--- src/rtl/cfp_pkg.sv ---
package cfp_pkg;

  typedef struct packed {
    logic [31:0] id;
    logic [3:0]  len;
    logic [31:0] dw1;
    logic [31:0] dw2;
  } cfp_frame_t;

  // Bus word offsets (the committing and popping offsets carry behaviour)
  localparam logic [7:0] OFS_TX_ID  = 8'h30;
  localparam logic [7:0] OFS_TX_LEN = 8'h34;
  localparam logic [7:0] OFS_TX_DW1 = 8'h38;
  localparam logic [7:0] OFS_TX_DW2 = 8'h3C;
  localparam logic [7:0] OFS_RX_ID  = 8'h50;
  localparam logic [7:0] OFS_RX_LEN = 8'h54;
  localparam logic [7:0] OFS_RX_DW1 = 8'h58;
  localparam logic [7:0] OFS_RX_DW2 = 8'h5C;

  localparam int BIT_EXT = 19;
  localparam int BIT_SUB = 20;
  localparam int BIT_RMT = 0;

  // Remote decision: extended frames use bit 0, base frames use bit 20
  function automatic logic cfp_is_remote(input logic [31:0] id);
    return id[BIT_EXT] ? id[BIT_RMT] : id[BIT_SUB];
  endfunction

  function automatic logic [3:0] cfp_len_of(input logic [31:0] word);
    return word[31:28];
  endfunction

  function automatic logic [31:0] cfp_len_word(input logic [3:0] len);
    return {len, 28'd0};
  endfunction

endpackage

--- src/rtl/cfp_frame_fifo.sv ---
module cfp_frame_fifo
  import cfp_pkg::*;
#(
  parameter int DEPTH = 4
) (
  input  logic       clk,
  input  logic       rst_n,
  input  logic       push,
  input  cfp_frame_t push_frame,
  input  logic       pop,
  output cfp_frame_t head,
  output logic       full,
  output logic       empty,
  output logic [$clog2(DEPTH+1)-1:0] count,
  output logic       push_ok,
  output logic       pop_ok
);
  localparam int PTR_W = (DEPTH > 1) ? $clog2(DEPTH) : 1;
  localparam int CNT_W = $clog2(DEPTH+1);
  localparam bit POW2  = (DEPTH > 1) && ((DEPTH & (DEPTH - 1)) == 0);

  cfp_frame_t       mem [DEPTH];
  logic [PTR_W-1:0] wr_ptr, rd_ptr, wr_nxt, rd_nxt;

  assign full    = (count == CNT_W'(DEPTH));
  assign empty   = (count == '0);
  assign push_ok = push && !full;
  assign pop_ok  = pop && !empty;
  assign head    = empty ? '0 : mem[rd_ptr];

  generate
    if (POW2) begin : g_wrap_nat
      assign wr_nxt = wr_ptr + 1'b1;
      assign rd_nxt = rd_ptr + 1'b1;
    end else begin : g_wrap_cmp
      assign wr_nxt = (wr_ptr == PTR_W'(DEPTH - 1)) ? '0 : wr_ptr + 1'b1;
      assign rd_nxt = (rd_ptr == PTR_W'(DEPTH - 1)) ? '0 : rd_ptr + 1'b1;
    end
  endgenerate

  always_ff @(posedge clk) begin
    if (push_ok) mem[wr_ptr] <= push_frame;
  end

  always_ff @(posedge clk) begin
    if (!rst_n) begin
      wr_ptr <= '0;
      rd_ptr <= '0;
      count  <= '0;
    end else begin
      if (push_ok) wr_ptr <= wr_nxt;
      if (pop_ok)  rd_ptr <= rd_nxt;
      case ({push_ok, pop_ok})
        2'b10:   count <= count + 1'b1;
        2'b01:   count <= count - 1'b1;
        default: count <= count;
      endcase
    end
  end
endmodule

--- src/rtl/cfp_tx_stager.sv ---
module cfp_tx_stager
  import cfp_pkg::*;
#(
  parameter int ADDR_W = 8
) (
  input  logic              clk,
  input  logic              rst_n,
  input  logic              wr_en,
  input  logic [ADDR_W-1:0] addr,
  input  logic [31:0]       wdata,
  output logic              commit,
  output logic              commit_remote,
  output cfp_frame_t        commit_frame
);
  logic [31:0] id_q, dw1_q;
  logic [3:0]  len_q;
  logic hit_id, hit_len, hit_dw1, hit_dw2;

  assign hit_id  = wr_en && (addr == ADDR_W'(OFS_TX_ID));
  assign hit_len = wr_en && (addr == ADDR_W'(OFS_TX_LEN));
  assign hit_dw1 = wr_en && (addr == ADDR_W'(OFS_TX_DW1));
  assign hit_dw2 = wr_en && (addr == ADDR_W'(OFS_TX_DW2));

  assign commit_remote = hit_len && cfp_is_remote(id_q);
  assign commit        = commit_remote || hit_dw2;

  always_comb begin
    commit_frame.id  = id_q;
    commit_frame.len = hit_len ? cfp_len_of(wdata) : len_q;
    if (commit_remote) begin
      commit_frame.dw1 = '0;
      commit_frame.dw2 = '0;
    end else begin
      commit_frame.dw1 = dw1_q;
      commit_frame.dw2 = wdata;
    end
  end

  always_ff @(posedge clk) begin
    if (!rst_n || commit) begin
      id_q  <= '0;
      len_q <= '0;
      dw1_q <= '0;
    end else begin
      if (hit_id)  id_q  <= wdata;
      if (hit_len) len_q <= cfp_len_of(wdata);
      if (hit_dw1) dw1_q <= wdata;
    end
  end
endmodule

--- src/rtl/cfp_rx_reader.sv ---
module cfp_rx_reader
  import cfp_pkg::*;
#(
  parameter int ADDR_W = 8
) (
  input  logic              rd_en,
  input  logic [ADDR_W-1:0] addr,
  input  cfp_frame_t        head,
  input  logic              has_frame,
  output logic [31:0]       rdata,
  output logic              pop
);
  always_comb begin
    rdata = '0;
    if (has_frame) begin
      if (addr == ADDR_W'(OFS_RX_ID))  rdata = head.id;
      if (addr == ADDR_W'(OFS_RX_LEN)) rdata = cfp_len_word(head.len);
      if (addr == ADDR_W'(OFS_RX_DW1)) rdata = head.dw1;
      if (addr == ADDR_W'(OFS_RX_DW2)) rdata = head.dw2;
    end
  end

  assign pop = rd_en && has_frame && (addr == ADDR_W'(OFS_RX_DW2));
endmodule

--- src/rtl/can_frame_fifo_port.sv ---
module can_frame_fifo_port
  import cfp_pkg::*;
#(
  parameter int TX_DEPTH = 4,
  parameter int RX_DEPTH = 4,
  parameter int ADDR_W   = 8
) (
  input  logic              clk,
  input  logic              rst_n,
  input  logic              bus_wr_en,
  input  logic              bus_rd_en,
  input  logic [ADDR_W-1:0] bus_addr,
  input  logic [31:0]       bus_wdata,
  output logic [31:0]       bus_rdata,
  output logic              tx_frame_valid,
  input  logic              tx_frame_ready,
  output logic [31:0]       tx_id,
  output logic [3:0]        tx_len,
  output logic [31:0]       tx_dw1,
  output logic [31:0]       tx_dw2,
  input  logic              rx_push,
  input  logic [31:0]       rx_id,
  input  logic [3:0]        rx_len,
  input  logic [31:0]       rx_dw1,
  input  logic [31:0]       rx_dw2,
  output logic              tx_full,
  output logic              tx_empty_pulse,
  output logic              rx_not_empty,
  output logic              rx_ok,
  output logic              rx_overflow
);
  localparam int TX_CNT_W = $clog2(TX_DEPTH+1);
  localparam int RX_CNT_W = $clog2(RX_DEPTH+1);

  // Named internal events
  logic                tx_commit, tx_commit_remote, tx_push_ok, tx_pop_ok, tx_empty;
  logic                rx_push_ok, rx_pop, rx_pop_ok, rx_full, rx_empty, rx_drop;
  logic [TX_CNT_W-1:0] tx_count;
  logic [RX_CNT_W-1:0] rx_count;
  cfp_frame_t          tx_stage_frame, tx_head, rx_in_frame, rx_head;
  logic                tx_last_out;

  cfp_tx_stager #(.ADDR_W(ADDR_W)) stager_i (
    .clk(clk), .rst_n(rst_n), .wr_en(bus_wr_en), .addr(bus_addr),
    .wdata(bus_wdata), .commit(tx_commit), .commit_remote(tx_commit_remote),
    .commit_frame(tx_stage_frame)
  );

  cfp_frame_fifo #(.DEPTH(TX_DEPTH)) tx_fifo_i (
    .clk(clk), .rst_n(rst_n), .push(tx_commit), .push_frame(tx_stage_frame),
    .pop(tx_frame_ready), .head(tx_head), .full(tx_full), .empty(tx_empty),
    .count(tx_count), .push_ok(tx_push_ok), .pop_ok(tx_pop_ok)
  );

  assign tx_frame_valid = !tx_empty;
  assign tx_id  = tx_head.id;
  assign tx_len = tx_head.len;
  assign tx_dw1 = tx_head.dw1;
  assign tx_dw2 = tx_head.dw2;

  always_comb begin
    rx_in_frame.id  = rx_id;
    rx_in_frame.len = rx_len;
    rx_in_frame.dw1 = rx_dw1;
    rx_in_frame.dw2 = rx_dw2;
  end

  cfp_frame_fifo #(.DEPTH(RX_DEPTH)) rx_fifo_i (
    .clk(clk), .rst_n(rst_n), .push(rx_push), .push_frame(rx_in_frame),
    .pop(rx_pop), .head(rx_head), .full(rx_full), .empty(rx_empty),
    .count(rx_count), .push_ok(rx_push_ok), .pop_ok(rx_pop_ok)
  );

  cfp_rx_reader #(.ADDR_W(ADDR_W)) reader_i (
    .rd_en(bus_rd_en), .addr(bus_addr), .head(rx_head),
    .has_frame(!rx_empty), .rdata(bus_rdata), .pop(rx_pop)
  );

  assign rx_not_empty = !rx_empty;
  assign rx_drop      = rx_push && rx_full;
  assign tx_last_out  = tx_pop_ok && !tx_push_ok && (tx_count == TX_CNT_W'(1));

  always_ff @(posedge clk) begin
    if (!rst_n) begin
      rx_ok          <= 1'b0;
      rx_overflow    <= 1'b0;
      tx_empty_pulse <= 1'b0;
    end else begin
      rx_ok          <= rx_push_ok;
      rx_overflow    <= rx_drop;
      tx_empty_pulse <= tx_last_out;
    end
  end
endmodule

--- config.mk ---
export PLATFORM = sky130hd
export DESIGN_NAME = can_frame_fifo_port
export DESIGN_NICKNAME = d
export VERILOG_FILES = /design/src/rtl/cfp_pkg.sv /design/src/rtl/cfp_frame_fifo.sv /design/src/rtl/cfp_tx_stager.sv /design/src/rtl/cfp_rx_reader.sv /design/src/rtl/can_frame_fifo_port.sv
export SDC_FILE = /design/constraint.sdc
export NUM_CORES = 1
export LEC_CHECK = 0
export ABC_AREA = 0
export ABC_CLOCK_PERIOD_IN_PS = 4970
export BUFFER_PORTS_ARGS = -buffer_cell sky130_fd_sc_hd__buf_2
export CAP_MARGIN = 20
export CELL_PAD_IN_SITES_DETAIL_PLACEMENT = 0
export CELL_PAD_IN_SITES_GLOBAL_PLACEMENT = 2
export CORE_AREA = 5 5 320 259
export CTS_CLUSTER_DIAMETER = 150
export DETAILED_ROUTE_END_ITERATION = 16
export DIE_AREA = 0 0 325 264
export GPL_TIMING_DRIVEN = 0
export PLACE_DENSITY = 0.75
export SETUP_SLACK_MARGIN = 0.02
export SLEW_MARGIN = 20
export SYNTH_ARGS = -nofsm -noshare
export SYNTH_HDL_FRONTEND = slang
export SYNTH_HIERARCHICAL = 1
export SYNTH_SLANG_ARGS = --single-unit
--- constraint.sdc ---
create_clock -name clk -period 4.97 [get_ports clk]
set_input_delay 0.2485 -clock clk [delete_from_list [all_inputs] [get_ports clk]]
set_output_delay 0.2485 -clock clk [all_outputs]
set_load 0.05 [all_outputs]
==> results.toml <==
[detailed_routing]
antenna_left = 0
totalWireLength_mm = 84.62
num_vias = 18850
drt_iter0_markers = 1443
post-route-drc-count = 0
viasPerCell = 5.304
dr.pass1.iters = 5
wl_per_cell_um = 23.81

[logic_synthesis]
synth_fp_nets = 2063
synth_top_area_share_pct = 67.85
synth_seq_area_share_pct = 72.89
ys.flop_type = "edfxtp_1"
yosysMostFrequentCell = "edfxtp_1"
avgSynthCellArea_um2 = 18.58
synthTopCellsByCount = "800 x edfxtp_1, 272 x nor2b_1, 204 x mux4_2"
yosys-top-cells-area = "edfxtp_1 68%, mux4_2 13%, dfxtp_1 5.0%"
yosys_register_bits = 889
synthesis.area_mm2 = 0.03540
yosysTopAreaCell = "edfxtp_1"
synth_edf_count = 800
yosys_warnings = 6
async_reset_ff_share_pct = 0
ys_types = 45
synthCells = 1905

[pwr]
swShare_pct = 20.27
pwr-share-clk_pct = 43.1
ir_worst_vdd_mv = 0.4830
power.density_mw_per_mm2 = 369.9
p_sw_mw = 3.220
p_leak_nw = 14.19
pwr-share-seq_pct = 52.3
combPwrFrac_pct = 4.7
p_int_mw = 12.67

[timing]
rsz0062_at_grt = "no"
final.setup.worst_slack_ns = 0.5820
period_needed_ns = 4.388
finalSetupViolations = 0
drv_slew = 0
finalClockSkew_ns = 0.01485
worst_pin_slew_ns = 0.8248
maxSlewHeadroom_pct = 45.01
finalHoldViolCount = 0
clock.fmax_mhz = 227.9
fin_crit_sh_pct = 88.29

[setup_path]
cp_max_fo = 10
crit_path_cell_trace = "nor3_2 -> clkbuf_1 -> inv_1 -> and4bb_1 -> nand3_2 -> buf_2 -> nor2_1 -> nor2b_1 -> ha_1 -> inv_1 -> fa_1 -> xor2_1 -> or3_1 -> a21boi_0"
worst-setup-path-type = "reg -> reg"
cp_common_cell = "inv_1"
r2r_setup_slack_ns = 0.58
startpoint_type = "register"
worstPathArrival_ns = 4.95
r2r_cells = 14
r2r_end = "rx_fifo_i/count[2]"
startpoint = "rx_fifo_i/count[0]"
regToRegStartpoint = "rx_fifo_i/count[0]"
crit_required_ns = 5.53
critPathMaxStageDelay_ns = 0.67
worstSetupEndpointType = "register"
critPathSlowestCell = "nor3_2"

[cts]
cts_buffers = 89
htreeDepth = 3
clk_pin_slew_worst_paths_ns = 0.06
cts_resized = 0
cts-root-buf = "clkbuf_16"
cts_buffer_depth = 3
cts.sinks = 889
cts_tree = "built"
clk_latency_ns = 0.64

[global_route]
grt_antenna_before_repair = 8
grt_pass1_wl_mm = 126.7
grt_start_max_net_pins = 42
first_global_vias = 19550
grtUsageTotal_pct = 19.64
grt_overflow = 0

[final_layout]
drive_gt1_share_pct = 30.89
syn_to_final_growth_pct = 21.30
nNetsFinal = 2589
fin_cells = 3554

[floorplan]
rows = 93
dieArea_mm2 = 0.08580
die_h_um = 264
core_area_mm2 = 0.07959
ios = 284
die_w_um = 325
start_util_pct = 44.48

[placement]
gpl.final_weighted_congestion = 0.7395
port-buffer-count = 283
post-dp-hpwl_mm = 58.38
place_worst_setup_slack_ns = 0.4987
placedCellCount = 3250

[worst_hold_path]
hold_depth = 5
hold_path_class = "in -> reg"
whs_endpoint = "rx_fifo_i/rd_ptr[0]"
hp-start = "bus_rd_en"

[outcome]
outcome = "complete, no violations"

[run]
max_cap_violations = 0
==> cells by family (layout without fill, tap and decap cells) <==
family                   after synthesis  in the layout  synth area share, %
AND/OR/NAND/NOR                      522            522                8.280
multiplexers                         241            241                14.04
AO/OA/AOI/OAI                        111            111                1.933
buffers and inverters                126            727                2.297
flip-flops                           889            889                72.89
other                                  0              3                    0
adder cells (fa/ha/maj)               12             12               0.4665
XOR/XNOR                               4              4              0.09897
==> metrics by stage <==
stage / hold WS [ns] / power, mW / setup TNS (ns) / area, um^2 / utilization [%]
global route: 0.1100 / 16.44 / 0 / 42940 / 53.95
floorplan: 0.3474 / 8.816 / 0 / 35400 / -
finish: 0.1139 / 15.89 / 0 / 42940 / 53.96
detailed placement: 0.4394 / 9.120 / 0 / 38570 / 48.46
CTS: 0.06773 / 16.09 / 0 / 42940 / 53.95
global placement: 0.4334 / 9.105 / -993.65 / 38130 / 47.90
==> sequential cells by signal, indices dropped and copies added, names as in the netlist, 2 cells and up, named ones only <==
signal,count
stager_i/id_q,32
tx_fifo_i/rd_ptr,2
tx_fifo_i/mem,400
rx_fifo_i/count,3
rx_fifo_i/mem,400
rx_fifo_i/wr_ptr,2
tx_fifo_i/count,3
tx_fifo_i/wr_ptr,2
stager_i/dw1_q,32
rx_fifo_i/rd_ptr,2
stager_i/len_q,4
==> area by class of cell <==
| type | instances | area, um^2 |
|---|---|---|
| repair buffers | 435 | 3191 |
| clock buffers | 128 | 2536 |
| fillers | 6475 | 36650 |
| clock inverters | 38 | 479.2 |
| flip-flops and latches | 889 | 25800 |
| multi-input cells | 890 | 8806 |
| well taps | 1045 | 1308 |
| diodes | 3 | 7.507 |
| plain buffers | 112 | 760.7 |
| inverters | 14 | 52.55 |
==> cells in the final DEF, fill, tap and decap left out, types with 3 or more instances in the layout <==
cell type      instances
a21oi_2               26
bufinv_16             10
nor3_2                 3
buf_4                 11
dfxtp_1               89
buf_2                323
clkinv_1               8
inv_6                  5
nand2_2                9
nor2_1                 4
buf_1                  8
diode_2                3
or2_1                 28
o21ai_0               10
nand2_1              166
a21boi_0               8
nor2b_1              272
clkbuf_16             91
dlygate4sd3_1        135
a21oi_1               66
clkinv_2              12
and2_1                 5
buf_12                10
and2_4                 9
mux4_2               204
nand3_1                4
buf_16                11
or3_1                  4
ha_1                  10
inv_1                 14
buf_6                 23
clkbuf_1              50
clkbuf_8              12
mux2i_1               33
mux2_2                 4
edfxtp_1             800
==> worst max-delay path, delay by kind of cell, from the launching register on <==
family,cells,cell delay (ns)
AO/OA/AOI/OAI,1,0.17
XOR/XNOR,1,0.08
adder cells (fa/ha/maj),2,0.41
buffers and inverters,4,1.39
flip-flops,1,0.35
AND/OR/NAND/NOR,6,1.88
==> power by group through the flow <==
stage	logic, mW	registers (mW)	clock network [mW]
after floorplan	0.347	8.47	0
after global placement	0.619	8.49	0
after detailed placement	0.657	8.46	0
after CTS	0.752	8.30	7.03
after global routing	0.799	8.31	7.33
final	0.740	8.30	6.84
==> worst max-delay path by stage <==
| stage | end | depth (start not counted) |
|---|---|---|
| 5_1_grt | rx_fifo_i/count[2] | 14 |
| 2_1_floorplan | tx_fifo_i/mem[0][0] | 6 |
| 4_1_cts | rx_fifo_i/count[2] | 14 |
| 3_3_place_gp | tx_fifo_i/mem[3][43] | 7 |
| 6_report | rx_fifo_i/count[2] | 14 |
| 3_5_place_dp | rx_fifo_i/count[2] | 14 |
==> routing by layer <==
metal  GRT usage (%)  vias up  share of wire, %
met3           3.271      103               5.1
met5               0        -             0.032
li1                -     8426                 -
met2           31.21      468                48
met4           4.423        4               1.8
met1           28.96     9849                45
==> repair_timing <==
| item | 4_1_cts | 5_1_grt |
|---|---|---|
| hold buffers | 135 | 0 |
| buffers inserted | 0 | 0 |
| setup endpoints to repair | 0 | 0 |
| hold endpoints to repair | 471 | 0 |
(Power assumes the default switching activity.)
